`config.mk`:
```
export PLATFORM = sky130hd
export DESIGN_NAME = spi_fifo_irq_unit
export DESIGN_NICKNAME = d
export VERILOG_FILES = /design/src/rtl/sfi_pkg.sv /design/src/rtl/sfi_fifo.sv /design/src/rtl/sfi_thresh.sv /design/src/rtl/sfi_irq_ctrl.sv /design/src/rtl/spi_fifo_irq_unit.sv
export SDC_FILE = /design/constraint.sdc
export NUM_CORES = 1
export LEC_CHECK = 0
export CAP_MARGIN = 25
export CORE_UTILIZATION = 35
export DETAILED_ROUTE_END_ITERATION = 16
export PLACE_DENSITY = 0.5
export SLEW_MARGIN = 5
export SYNTH_ARGS = -nofsm -noshare
export SYNTH_HDL_FRONTEND = slang
export SYNTH_SLANG_ARGS = --single-unit
```
`constraint.sdc`:
```
create_clock -name clk -period 4.49 [get_ports clk]
set_input_delay 0.898 -clock clk [delete_from_list [all_inputs] [get_ports clk]]
set_output_delay 0.898 -clock clk [all_outputs]
set_load 0.05 [all_outputs]
```
`src/rtl/sfi_pkg.sv`:
```
package sfi_pkg;
  localparam int ST_TXEI = 0;
  localparam int ST_TXOI = 1;
  localparam int ST_RXUI = 2;
  localparam int ST_RXOI = 3;
  localparam int ST_RXFI = 4;
  localparam int ST_W    = 5;

  typedef logic [ST_W-1:0] irq_vec_t;

  localparam irq_vec_t STICKY_BITS =
    irq_vec_t'((1 << ST_TXOI) | (1 << ST_RXUI) | (1 << ST_RXOI));
endpackage

```
`src/rtl/sfi_fifo.sv`:
```
module sfi_fifo #(
  parameter int DEPTH = 8,
  parameter int WIDTH = 16,
  localparam int PW = (DEPTH > 1) ? $clog2(DEPTH) : 1,
  localparam int CW = $clog2(DEPTH + 1)
) (
  input  logic             clk,
  input  logic             rst_n,
  input  logic             flush,
  input  logic             push,
  input  logic [WIDTH-1:0] push_data,
  input  logic             pop,
  output logic [WIDTH-1:0] head,
  output logic [CW-1:0]    count,
  output logic             full,
  output logic             empty
);
  localparam logic [PW-1:0] LAST  = PW'(DEPTH - 1);
  localparam logic [CW-1:0] FULLC = CW'(DEPTH);

  logic [WIDTH-1:0] mem [DEPTH];
  logic [PW-1:0]    wp, rp;
  logic             do_push, do_pop;

  assign full    = (count == FULLC);
  assign empty   = (count == '0);
  assign do_push = push & ~full;
  assign do_pop  = pop & ~empty;
  assign head    = mem[rp];

  always_ff @(posedge clk or negedge rst_n) begin
    if (!rst_n) begin
      wp <= '0;
    end else if (flush) begin
      wp <= '0;
    end else if (do_push) begin
      wp <= (wp == LAST) ? '0 : wp + 1'b1;
    end
  end

  always_ff @(posedge clk or negedge rst_n) begin
    if (!rst_n) begin
      rp <= '0;
    end else if (flush) begin
      rp <= '0;
    end else if (do_pop) begin
      rp <= (rp == LAST) ? '0 : rp + 1'b1;
    end
  end

  always_ff @(posedge clk or negedge rst_n) begin
    if (!rst_n) begin
      count <= '0;
    end else if (flush) begin
      count <= '0;
    end else begin
      case ({do_push, do_pop})
        2'b10:   count <= count + 1'b1;
        2'b01:   count <= count - 1'b1;
        default: count <= count;
      endcase
    end
  end

  always_ff @(posedge clk) begin
    if (do_push) begin
      mem[wp] <= push_data;
    end
  end
endmodule

```
`src/rtl/sfi_thresh.sv`:
```
module sfi_thresh #(
  parameter int DEPTH = 8,
  parameter int IN_W  = 8,
  localparam int TW = (DEPTH > 1) ? $clog2(DEPTH) : 1
) (
  input  logic            clk,
  input  logic            rst_n,
  input  logic            we,
  input  logic [IN_W-1:0] wdata,
  output logic [IN_W-1:0] value
);
  logic [TW-1:0] q;
  logic          fits;

  // values at or above the depth are refused, which makes the depth probeable
  assign fits  = (32'(wdata) < 32'(DEPTH));
  assign value = IN_W'(q);

  always_ff @(posedge clk or negedge rst_n) begin
    if (!rst_n) begin
      q <= '0;
    end else if (we && fits) begin
      q <= wdata[TW-1:0];
    end
  end
endmodule

```
`src/rtl/sfi_irq_ctrl.sv`:
```
module sfi_irq_ctrl
  import sfi_pkg::*;
(
  input  logic     clk,
  input  logic     rst_n,
  input  logic     en,
  input  logic     clr,
  input  logic     txo_evt,
  input  logic     rxu_evt,
  input  logic     rxo_evt,
  input  logic     txe_lvl,
  input  logic     rxf_lvl,
  input  logic     mask_we,
  input  irq_vec_t mask_wdata,
  output irq_vec_t mask_q,
  output irq_vec_t raw,
  output irq_vec_t masked,
  output logic     irq
);
  irq_vec_t evt, sticky_q, lvl;

  always_comb begin
    evt          = '0;
    evt[ST_TXOI] = txo_evt;
    evt[ST_RXUI] = rxu_evt;
    evt[ST_RXOI] = rxo_evt;
    lvl          = '0;
    lvl[ST_TXEI] = txe_lvl;
    lvl[ST_RXFI] = rxf_lvl;
  end

  always_ff @(posedge clk or negedge rst_n) begin
    if (!rst_n) begin
      sticky_q <= '0;
    end else if (!en) begin
      sticky_q <= '0;
    end else begin
      sticky_q <= ((clr ? '0 : sticky_q) | evt) & STICKY_BITS;
    end
  end

  always_ff @(posedge clk or negedge rst_n) begin
    if (!rst_n) begin
      mask_q <= '0;
    end else if (mask_we) begin
      mask_q <= mask_wdata;
    end
  end

  assign raw    = en ? (sticky_q | lvl) : '0;
  assign masked = raw & mask_q;
  assign irq    = |masked;
endmodule

```
`src/rtl/spi_fifo_irq_unit.sv`:
```
module spi_fifo_irq_unit
  import sfi_pkg::*;
#(
  parameter int DEPTH = 8,
  parameter int WIDTH = 16,
  parameter int THR_W = 8,
  localparam int CW = $clog2(DEPTH + 1)
) (
  input  logic             clk,
  input  logic             rst_n,
  input  logic             en,
  input  logic             cpu_wr,
  input  logic [WIDTH-1:0] cpu_wdata,
  input  logic             cpu_rd,
  output logic [WIDTH-1:0] cpu_rdata,
  input  logic             tx_thr_we,
  input  logic             rx_thr_we,
  input  logic [THR_W-1:0] thr_wdata,
  output logic [THR_W-1:0] tx_thr,
  output logic [THR_W-1:0] rx_thr,
  input  logic             mask_we,
  input  logic [ST_W-1:0]  mask_wdata,
  output logic [ST_W-1:0]  mask_q,
  input  logic             sts_clr,
  output logic             tx_out_valid,
  input  logic             tx_out_ready,
  output logic [WIDTH-1:0] tx_out_data,
  input  logic             rx_in_valid,
  input  logic [WIDTH-1:0] rx_in_data,
  output logic [CW-1:0]    tx_level,
  output logic [CW-1:0]    rx_level,
  output logic [ST_W-1:0]  raw_status,
  output logic [ST_W-1:0]  masked_status,
  output logic             irq
);
  logic tx_push, tx_pop, rx_push, rx_pop;
  logic tx_full, tx_empty, rx_full, rx_empty;
  logic flush;

  assign flush   = ~en;
  assign tx_push = en & cpu_wr;
  assign tx_pop  = en & tx_out_ready;
  assign rx_push = en & rx_in_valid;
  assign rx_pop  = en & cpu_rd;

  sfi_fifo #(.DEPTH(DEPTH), .WIDTH(WIDTH)) u_txq (
    .clk(clk), .rst_n(rst_n), .flush(flush),
    .push(tx_push), .push_data(cpu_wdata), .pop(tx_pop),
    .head(tx_out_data), .count(tx_level), .full(tx_full), .empty(tx_empty)
  );

  sfi_fifo #(.DEPTH(DEPTH), .WIDTH(WIDTH)) u_rxq (
    .clk(clk), .rst_n(rst_n), .flush(flush),
    .push(rx_push), .push_data(rx_in_data), .pop(rx_pop),
    .head(cpu_rdata), .count(rx_level), .full(rx_full), .empty(rx_empty)
  );

  assign tx_out_valid = ~tx_empty;

  // index 0 = transmit threshold, index 1 = receive threshold
  logic [1:0]       thr_we;
  logic [THR_W-1:0] thr_val [2];
  assign thr_we = {rx_thr_we, tx_thr_we};

  for (genvar g = 0; g < 2; g++) begin : g_thr
    sfi_thresh #(.DEPTH(DEPTH), .IN_W(THR_W)) u_thr (
      .clk(clk), .rst_n(rst_n), .we(thr_we[g]),
      .wdata(thr_wdata), .value(thr_val[g])
    );
  end

  assign tx_thr = thr_val[0];
  assign rx_thr = thr_val[1];

  logic txe_lvl, rxf_lvl;
  assign txe_lvl = (32'(tx_level) <= 32'(tx_thr));
  assign rxf_lvl = (32'(rx_level) >  32'(rx_thr));

  sfi_irq_ctrl u_irq (
    .clk(clk), .rst_n(rst_n), .en(en), .clr(sts_clr),
    .txo_evt(tx_push & tx_full),
    .rxu_evt(rx_pop & rx_empty),
    .rxo_evt(rx_push & rx_full),
    .txe_lvl(txe_lvl), .rxf_lvl(rxf_lvl),
    .mask_we(mask_we), .mask_wdata(mask_wdata), .mask_q(mask_q),
    .raw(raw_status), .masked(masked_status), .irq(irq)
  );
endmodule

```
==> results of run 1 <==
-- per-stage QoR --
stage	cells	hold slack (ns)	power (W)	util (%)	setup slack, ns
5_1_grt	1233	0.491	0.00783	43.9	0.388
4_1_cts	1233	0.438	0.00761	43.9	0.472
3_3_place_gp	1176	0.539	0.00518	41.0	0.906
2_1_floorplan	627	0.559	0.00460	-	0.0622
3_5_place_dp	1176	0.541	0.00521	41.0	0.814
6_report	1233	0.426	0.00750	43.9	0.557
-- critical path: cells and delay by family (launching register included) --
| kind | cells | cell delay, ns |
|---|---|---|
| buffers and inverters | 2 | 0.97 |
| DFF | 1 | 0.71 |
| muxes | 2 | 0.80 |
-- registers in the layout (all words and copies together) (netlist names) --
signal          count
u_irq.sticky_q      3
u_irq.mask_q        5
u_txq.wp            3
u_txq.rp            3
u_txq.count         4
g_thr.u_thr.q       6
u_rxq.rp            3
u_rxq.mem         128
u_rxq.wp            3
u_rxq.count         4
u_txq.mem         128
-- final timing paths --
kind / from / depth (start not counted) / slack, ns / endpoint
max in group asynchronous: rst_n / 1 / 3.51 / u_rxq.rp[0]
min in group clk: u_irq.mask_q[0] / 1 / 0.54 / u_irq.mask_q[0]
worst max register to register: u_txq.count[1] / 9 / 1.61 / u_txq.count[3]
worst min-delay path: rst_n / 1 / 0.43 / g_thr[0].u_thr.q[2]
worst min register to register: u_irq.mask_q[0] / 1 / 0.54 / u_irq.mask_q[0]
worst max-delay path: u_rxq.rp[0] / 4 / 0.56 / cpu_rdata[6]
-- routing by layer --
metal  track usage [%]  share of wire [%]  up-vias
met5                 0                  0        -
met2              25.7                 52      115
met4              3.18                1.5        0
met1              18.9                 43     3211
met3              2.65                3.8       27
li1                  -                  -     2761
-- cell type report --
type | instances | area, um^2 | area share, %
Sequential cell | 290 | 8540 | 58.2
Multi-Input combinational cell | 283 | 3210 | 21.9
Timing Repair Buffer | 142 | 1370 | 9.31
Clock buffer | 40 | 810 | 5.52
Tap cell | 448 | 561 | 3.82
Clock inverter | 17 | 139 | 0.946
Inverter | 13 | 48.8 | 0.333
-- layout by cell type, fill, tap and decap left out, drive strengths merged, types with 8 or more instances in the layout --
master	instances
buf	36
conb	10
ha	18
and2	8
clkbuf	40
edfxtp	256
mux4	64
clkdlybuf4s50	106
dfrtp	34
inv	14
nor2	8
nor2b	9
nand3	16
clkinv	13
nor3	9
mux2	43
nand2	23
-- cell families (layout without fill, tap and decap cells) --
logic type,count (synthesis),in the layout,share of synthesized area (%)
flops,290,290,71.8
mux,111,111,16.5
simple gates,108,108,5.38
buf+inv,54,212,2.19
compound gates,29,29,1.69
fa+ha+maj,18,18,1.89
xor+xnor,7,7,0.515
other cells,1,10,0.0315
-- power by group --
part / total (W) / switching, W / internal (W) / leakage [nW]
registers: 0.00320 / 0.000138 / 0.00306 / 2.76
clock network: 0.00237 / 0.000989 / 0.00138 / 0.458
logic: 0.00193 / 0.00110 / 0.000824 / 1.70
total: 0.00750 / 0.00223 / 0.00527 / 4.92
==> flow_summary.yaml, run 1 <==
cts:
  cts-root-to-sink-buffers: 3
  cts_hold_repair.buffers: 0
  clk-insertion-delay-late_ns: 0.55
  cts_sinks: 290
  cts_inserted_buffers: 31
  tritoncts: "yes"
  post-cts-setup-buffers: 0
  cts_root_buffer: "sky130_fd_sc_hd__clkbuf_16"
  cts_htree_levels: 1
  postCtsResizedCells: 0
  clock_pin_slew_reported_for_the_worst_setup_and_hold_paths_after_clock_tree_synthesis_ns: 0.06
layout:
  layout-area-overhead-vs-synth_pct: 23.3
  antennaDiodeCount: 0
  nNetsFinal: 835
  final_layout_size_suffix_gt1_share_pct: 26.5
  layout.cell_area.non_filler_um2: 14700
  fill_cells: 2876
drt:
  totalWireLength_mm: 25.1
  first_iter_violations: 274
  final_antenna_net_count: 0
  detail_route.vias_per_cell: 4.96
  dr.pass1.iters: 4
  wl_per_cell_um: 20.3
  post-route-drc-count: 0
  num_vias: 6114
yosys:
  synth.ff_latch_count: 290
  synthesized_instance_count: 618
  synth.lib_cells_used.distinct: 52
  number_of_flops_mapped_to_enable_cells_by_yosys: 256
  synth_async_sr_flop_share_pct: 11.7
  synthDominantCellAreaShare_pct: 64.6
  synthesis.area_um2: 11900
  yosys-top-cells-area: "sky130_fd_sc_hd__edfxtp_1 65%, sky130_fd_sc_hd__mux4_2 12%, sky130_fd_sc_hd__dfrtp_1 7.2%"
  dominantRegCellSynth: "sky130_fd_sc_hd__edfxtp_1"
  yosysTopAreaCell: "sky130_fd_sc_hd__edfxtp_1"
  avg_inst_size_synth_um2: 19.2
  yosys_warnings: 0
  synth_seq_area_share_pct: 71.8
  synth.most_common_cell: "sky130_fd_sc_hd__edfxtp_1"
  synthTopCellsByCount: "256 x sky130_fd_sc_hd__edfxtp_1, 64 x sky130_fd_sc_hd__mux4_2, 43 x sky130_fd_sc_hd__mux2_2, 34 x sky130_fd_sc_hd__dfrtp_1, 23 x sky130_fd_sc_hd__nand2_1"
worst_setup_path:
  worst-path-max-fanout: 15
  critPathArrivalTime_ns: 3.04
  endpoint_kind: "output pin"
  critical_path.max_stage_delay_ns: 0.72
  critical-path-slowest-cell: "sky130_fd_sc_hd__clkdlybuf4s50_1"
  cp_cell_sequence: "buf_12 > mux4_2 > mux2_2 > clkdlybuf4s50_1"
  critical_path_required_ns: 3.59
  crit_path_start_kind: "flop"
  worst-setup-path-type: "reg2out"
global_routing:
  grt_pass1_vias: 6592
  pin_count_of_the_biggest_net_entering_global_routing: 36
  grt_remaining_overflow: 0
  grt_usage_pct: 14.6
  wire_length_of_the_first_global_routing_pass_mm: 39.2
  number_of_antenna_violations_at_the_first_check_in_global_routing: 0
sta:
  grt_setup_unrepaired: "no"
  slew_violations: 0
  relSlewSlack_pct: 47.7
  final.min_clock_period_ns: 3.93
  final_min_period_over_clock_period_pct: 87.6
  max_slew.worst_pin.slew_ns: 0.785
  fmax_ghz: 0.254
  number_of_hold_slack_violations_in_the_final_timing_report: 0
  finalSetupViolations: 0
  timing.setup.tns_ns: 0
  worst_clock_skew_ns: 0.00676
job:
  cap_viol_max_count: 0
die:
  die_width_um: 186
  start_util_pct: 35.6
  fp.coreArea_um2: 33400
  num_rows: 67
  design.die.area_um2: 34700
  chipHeight_um: 186
  ioPinCount: 129
min_path:
  hp-class: "in2async"
placed_design:
  dp_hpwl_mm: 14.9
  routabilityCongestion: 0.732
  port_bufs: 118
  placed_instance_area_um2: 13700
power:
  static-leakage-power_nw: 4.92
  power_density_nw_per_um2: 511
  peakVddDrop_mv: 0.300
outcome:
  status: "complete, no violations"
(Power assumes the default switching activity.)
==> run 2, diff against run 1 <==
==> constraint.sdc (replaced) <==
create_clock -name clk -period 3.7 [get_ports clk]
set_input_delay 0.74 -clock clk [delete_from_list [all_inputs] [get_ports clk]]
set_output_delay 0.74 -clock clk [all_outputs]
set_load 0.05 [all_outputs]
==> run 2 against run 1 <==
Critical path depth rose by 3; via count rose by 0.49%; critical endpoint is now irq; routed wire length rose by 0.39%; setup slack got worse by 0.35 ns; worst hold slack got worse by 0.12 ns; largest cell class unchanged; combinational power rose by 27%.
==> flow_summary.yaml, run 2 (same netlist as run 1, synthesis figures left out) <==
sta:
  finalSetupViolations: 0
  relSlewSlack_pct: 47.3
  fmax_ghz: 0.286
  timing.setup.tns_ns: 0
  grt_setup_unrepaired: "no"
  slew_violations: 0
  final.min_clock_period_ns: 3.49
  number_of_hold_slack_violations_in_the_final_timing_report: 0
  worst_clock_skew_ns: 0.0224
  max_slew.worst_pin.slew_ns: 0.790
  final_min_period_over_clock_period_pct: 94.4
global_routing:
  grt_remaining_overflow: 0
  grt.met2_usage_pct: 26.1
  wire_length_of_the_first_global_routing_pass_mm: 39.4
  met1_track_usage_gr_pct: 18.4
  gr-usage-met3_pct: 2.90
  number_of_antenna_violations_at_the_first_check_in_global_routing: 0
  grt.busiest_layer: "met2"
  grt_usage_pct: 14.8
  grt_pass1_vias: 6809
  pin_count_of_the_biggest_net_entering_global_routing: 36
drt:
  wl_per_cell_um: 20.4
  final_antenna_net_count: 0
  dr.pass1.iters: 4
  totalWireLength_mm: 25.2
  post-route-drc-count: 0
  detail_route.vias_per_cell: 4.97
  num_vias: 6144
  first_iter_violations: 296
die:
  start_util_pct: 35.6
  chipHeight_um: 186
  die_width_um: 186
  design.die.area_um2: 34700
  ioPinCount: 129
  num_rows: 67
  fp.coreArea_um2: 33400
power:
  share_seq_of_total_power_pct: 40.9
  netSwitchingFraction_pct: 29.5
  proportion_of_power_drawn_by_combinational_gates_pct: 26.0
  share_clk_of_total_power_pct: 33.1
  static-leakage-power_nw: 5.01
  peakVddDrop_mv: 0.358
  internal-power_w: 0.00664
  power_density_nw_per_um2: 630
  netSwitchingPower_w: 0.00278
cts:
  cts_root_buffer: "sky130_fd_sc_hd__clkbuf_16"
  clock_pin_slew_reported_for_the_worst_setup_and_hold_paths_after_clock_tree_synthesis_ns: 0.06
  cts-root-to-sink-buffers: 3
  tritoncts: "yes"
  post-cts-setup-buffers: 0
  clk-insertion-delay-late_ns: 0.51
  cts_htree_levels: 2
  cts_sinks: 290
  cts_hold_repair.buffers: 0
  cts_inserted_buffers: 34
  postCtsResizedCells: 0
worst_setup_path:
  cp.buffers_inverters: 1
  crit_path_start_kind: "flop"
  worstRegToRegCells: 9
  timing.critical_path.max_delay_family: "simple AND/OR/NAND/NOR gates"
  critical_path.max_stage_delay_ns: 0.52
  rrSetupSlack_ns: 0.59
  endpoint_kind: "output pin"
  worst-setup-path-type: "reg2out"
  cp_num_cells: 7
  cp_cell_sequence: "ha_1 > nor2b_1 > o21ai_0 > a32oi_1 > nor4bb_2 > or3b_2 > buf_4"
  critPathArrivalTime_ns: 2.75
  worst-path-max-fanout: 11
  critical-path-slowest-cell: "sky130_fd_sc_hd__dfrtp_1"
  critical_path_required_ns: 2.96
layout:
  mostFrequentLayoutCells: "256 x sky130_fd_sc_hd__edfxtp_1, 106 x sky130_fd_sc_hd__clkdlybuf4s50_1, 64 x sky130_fd_sc_hd__mux4_2, 43 x sky130_fd_sc_hd__mux2_2, 35 x sky130_fd_sc_hd__clkbuf_16"
  layout.cell_area.non_filler_um2: 14900
  layout-area-overhead-vs-synth_pct: 25.6
  antennaDiodeCount: 0
  nNetsFinal: 840
  reg.largest.list: "u_rxq.mem: 128 flops, u_txq.mem: 128 flops, g_thr.u_thr.q: 6 flops"
  final_layout_size_suffix_gt1_share_pct: 27.4
  fill_cells: 2849
  commonest_non_fill_non_tap_cell_in_the_layout: "sky130_fd_sc_hd__edfxtp_1"
min_path:
  hp-class: "in2async"
placed_design:
  port_bufs: 118
  placed_instance_area_um2: 13900
  dp_hpwl_mm: 14.8
  routabilityCongestion: 0.710
job:
  cap_viol_max_count: 0
outcome:
  status: "complete, no violations"
## run 2: cell count changes in the layout (fill, tap and decap cells not counted), moves of 2 or more
cell | before | now
sky130_fd_sc_hd__buf_4 | 32 | 24
sky130_fd_sc_hd__clkbuf_1 | 9 | 7
sky130_fd_sc_hd__clkinv_2 | 3 | 5
sky130_fd_sc_hd__clkbuf_16 | 31 | 35
sky130_fd_sc_hd__clkinv_4 | 2 | 0
sky130_fd_sc_hd__nor4b_4 | 0 | 2
sky130_fd_sc_hd__nor4b_2 | 5 | 3
sky130_fd_sc_hd__clkinv_8 | 0 | 2
sky130_fd_sc_hd__buf_12 | 3 | 13
## run 2: stage by stage
step	cells	power, W	hold WS, ns	worst slack [ns]	utilization (%)
after global routing	1237	0.00983	0.364	0.114	44.7
after global placement	1178	0.00637	0.516	0.505	41.5
final	1237	0.00942	0.309	0.208	44.7
after CTS	1237	0.00956	0.330	0.168	44.7
after floorplan	627	0.00559	0.444	0.0262	-
after detailed placement	1178	0.00640	0.529	0.286	41.5
## run 2: per-layer routing
layer | up-vias | part of all wire, %
li1 | 2765 | -
met1 | 3210 | 42
met2 | 136 | 52
met3 | 33 | 4.2
met4 | 0 | 1.7
met5 | - | 0
## run 2: cell type report
| type | count | area [um^2] | share of cell area, % |
|---|---|---|---|
| timing repair buffer | 144 | 1510 | 10.1 |
| clock buffer | 42 | 902 | 6.04 |
| multi-input combinational | 283 | 3230 | 21.6 |
| sequential | 290 | 8540 | 57.2 |
| clock inverter | 17 | 151 | 1.01 |
| tap | 448 | 561 | 3.75 |
| inverter | 13 | 48.8 | 0.327 |
## run 2: power by group through the flow
stage / clock network [W] / logic, W / registers (W)
2_1_floorplan: 0 / 0.00157 / 0.00402
3_3_place_gp: 0 / 0.00246 / 0.00391
3_5_place_dp: 0 / 0.00248 / 0.00392
4_1_cts: 0.00322 / 0.00249 / 0.00385
5_1_grt: 0.00335 / 0.00261 / 0.00387
6_report: 0.00312 / 0.00245 / 0.00385
## run 2: final timing paths
| kind | startpoint | end |
|---|---|---|
| setup / recovery | u_txq.count[1] | irq |
| hold / removal | rst_n | u_irq.mask_q[2] |
| setup reg to reg | u_txq.count[1] | u_txq.count[3] |
| hold reg to reg | u_rxq.rp[1] | u_rxq.rp[1] |
| max in group asynchronous | rst_n | u_txq.rp[0] |
| min in group clk | u_rxq.rp[1] | u_rxq.rp[1] |
==> run 3, diff against run 2 <==
--- a/config.mk
+++ b/config.mk
@@ -5,7 +5,7 @@
 export SDC_FILE = /design/constraint.sdc
 export NUM_CORES = 1
 export LEC_CHECK = 0
-export CAP_MARGIN = 25
+export CAP_MARGIN = 15
 export CORE_UTILIZATION = 35
 export DETAILED_ROUTE_END_ITERATION = 16
 export PLACE_DENSITY = 0.5
==> results of run 3 <==
The final DEF is identical to that of run 2; final timing and power are the same.
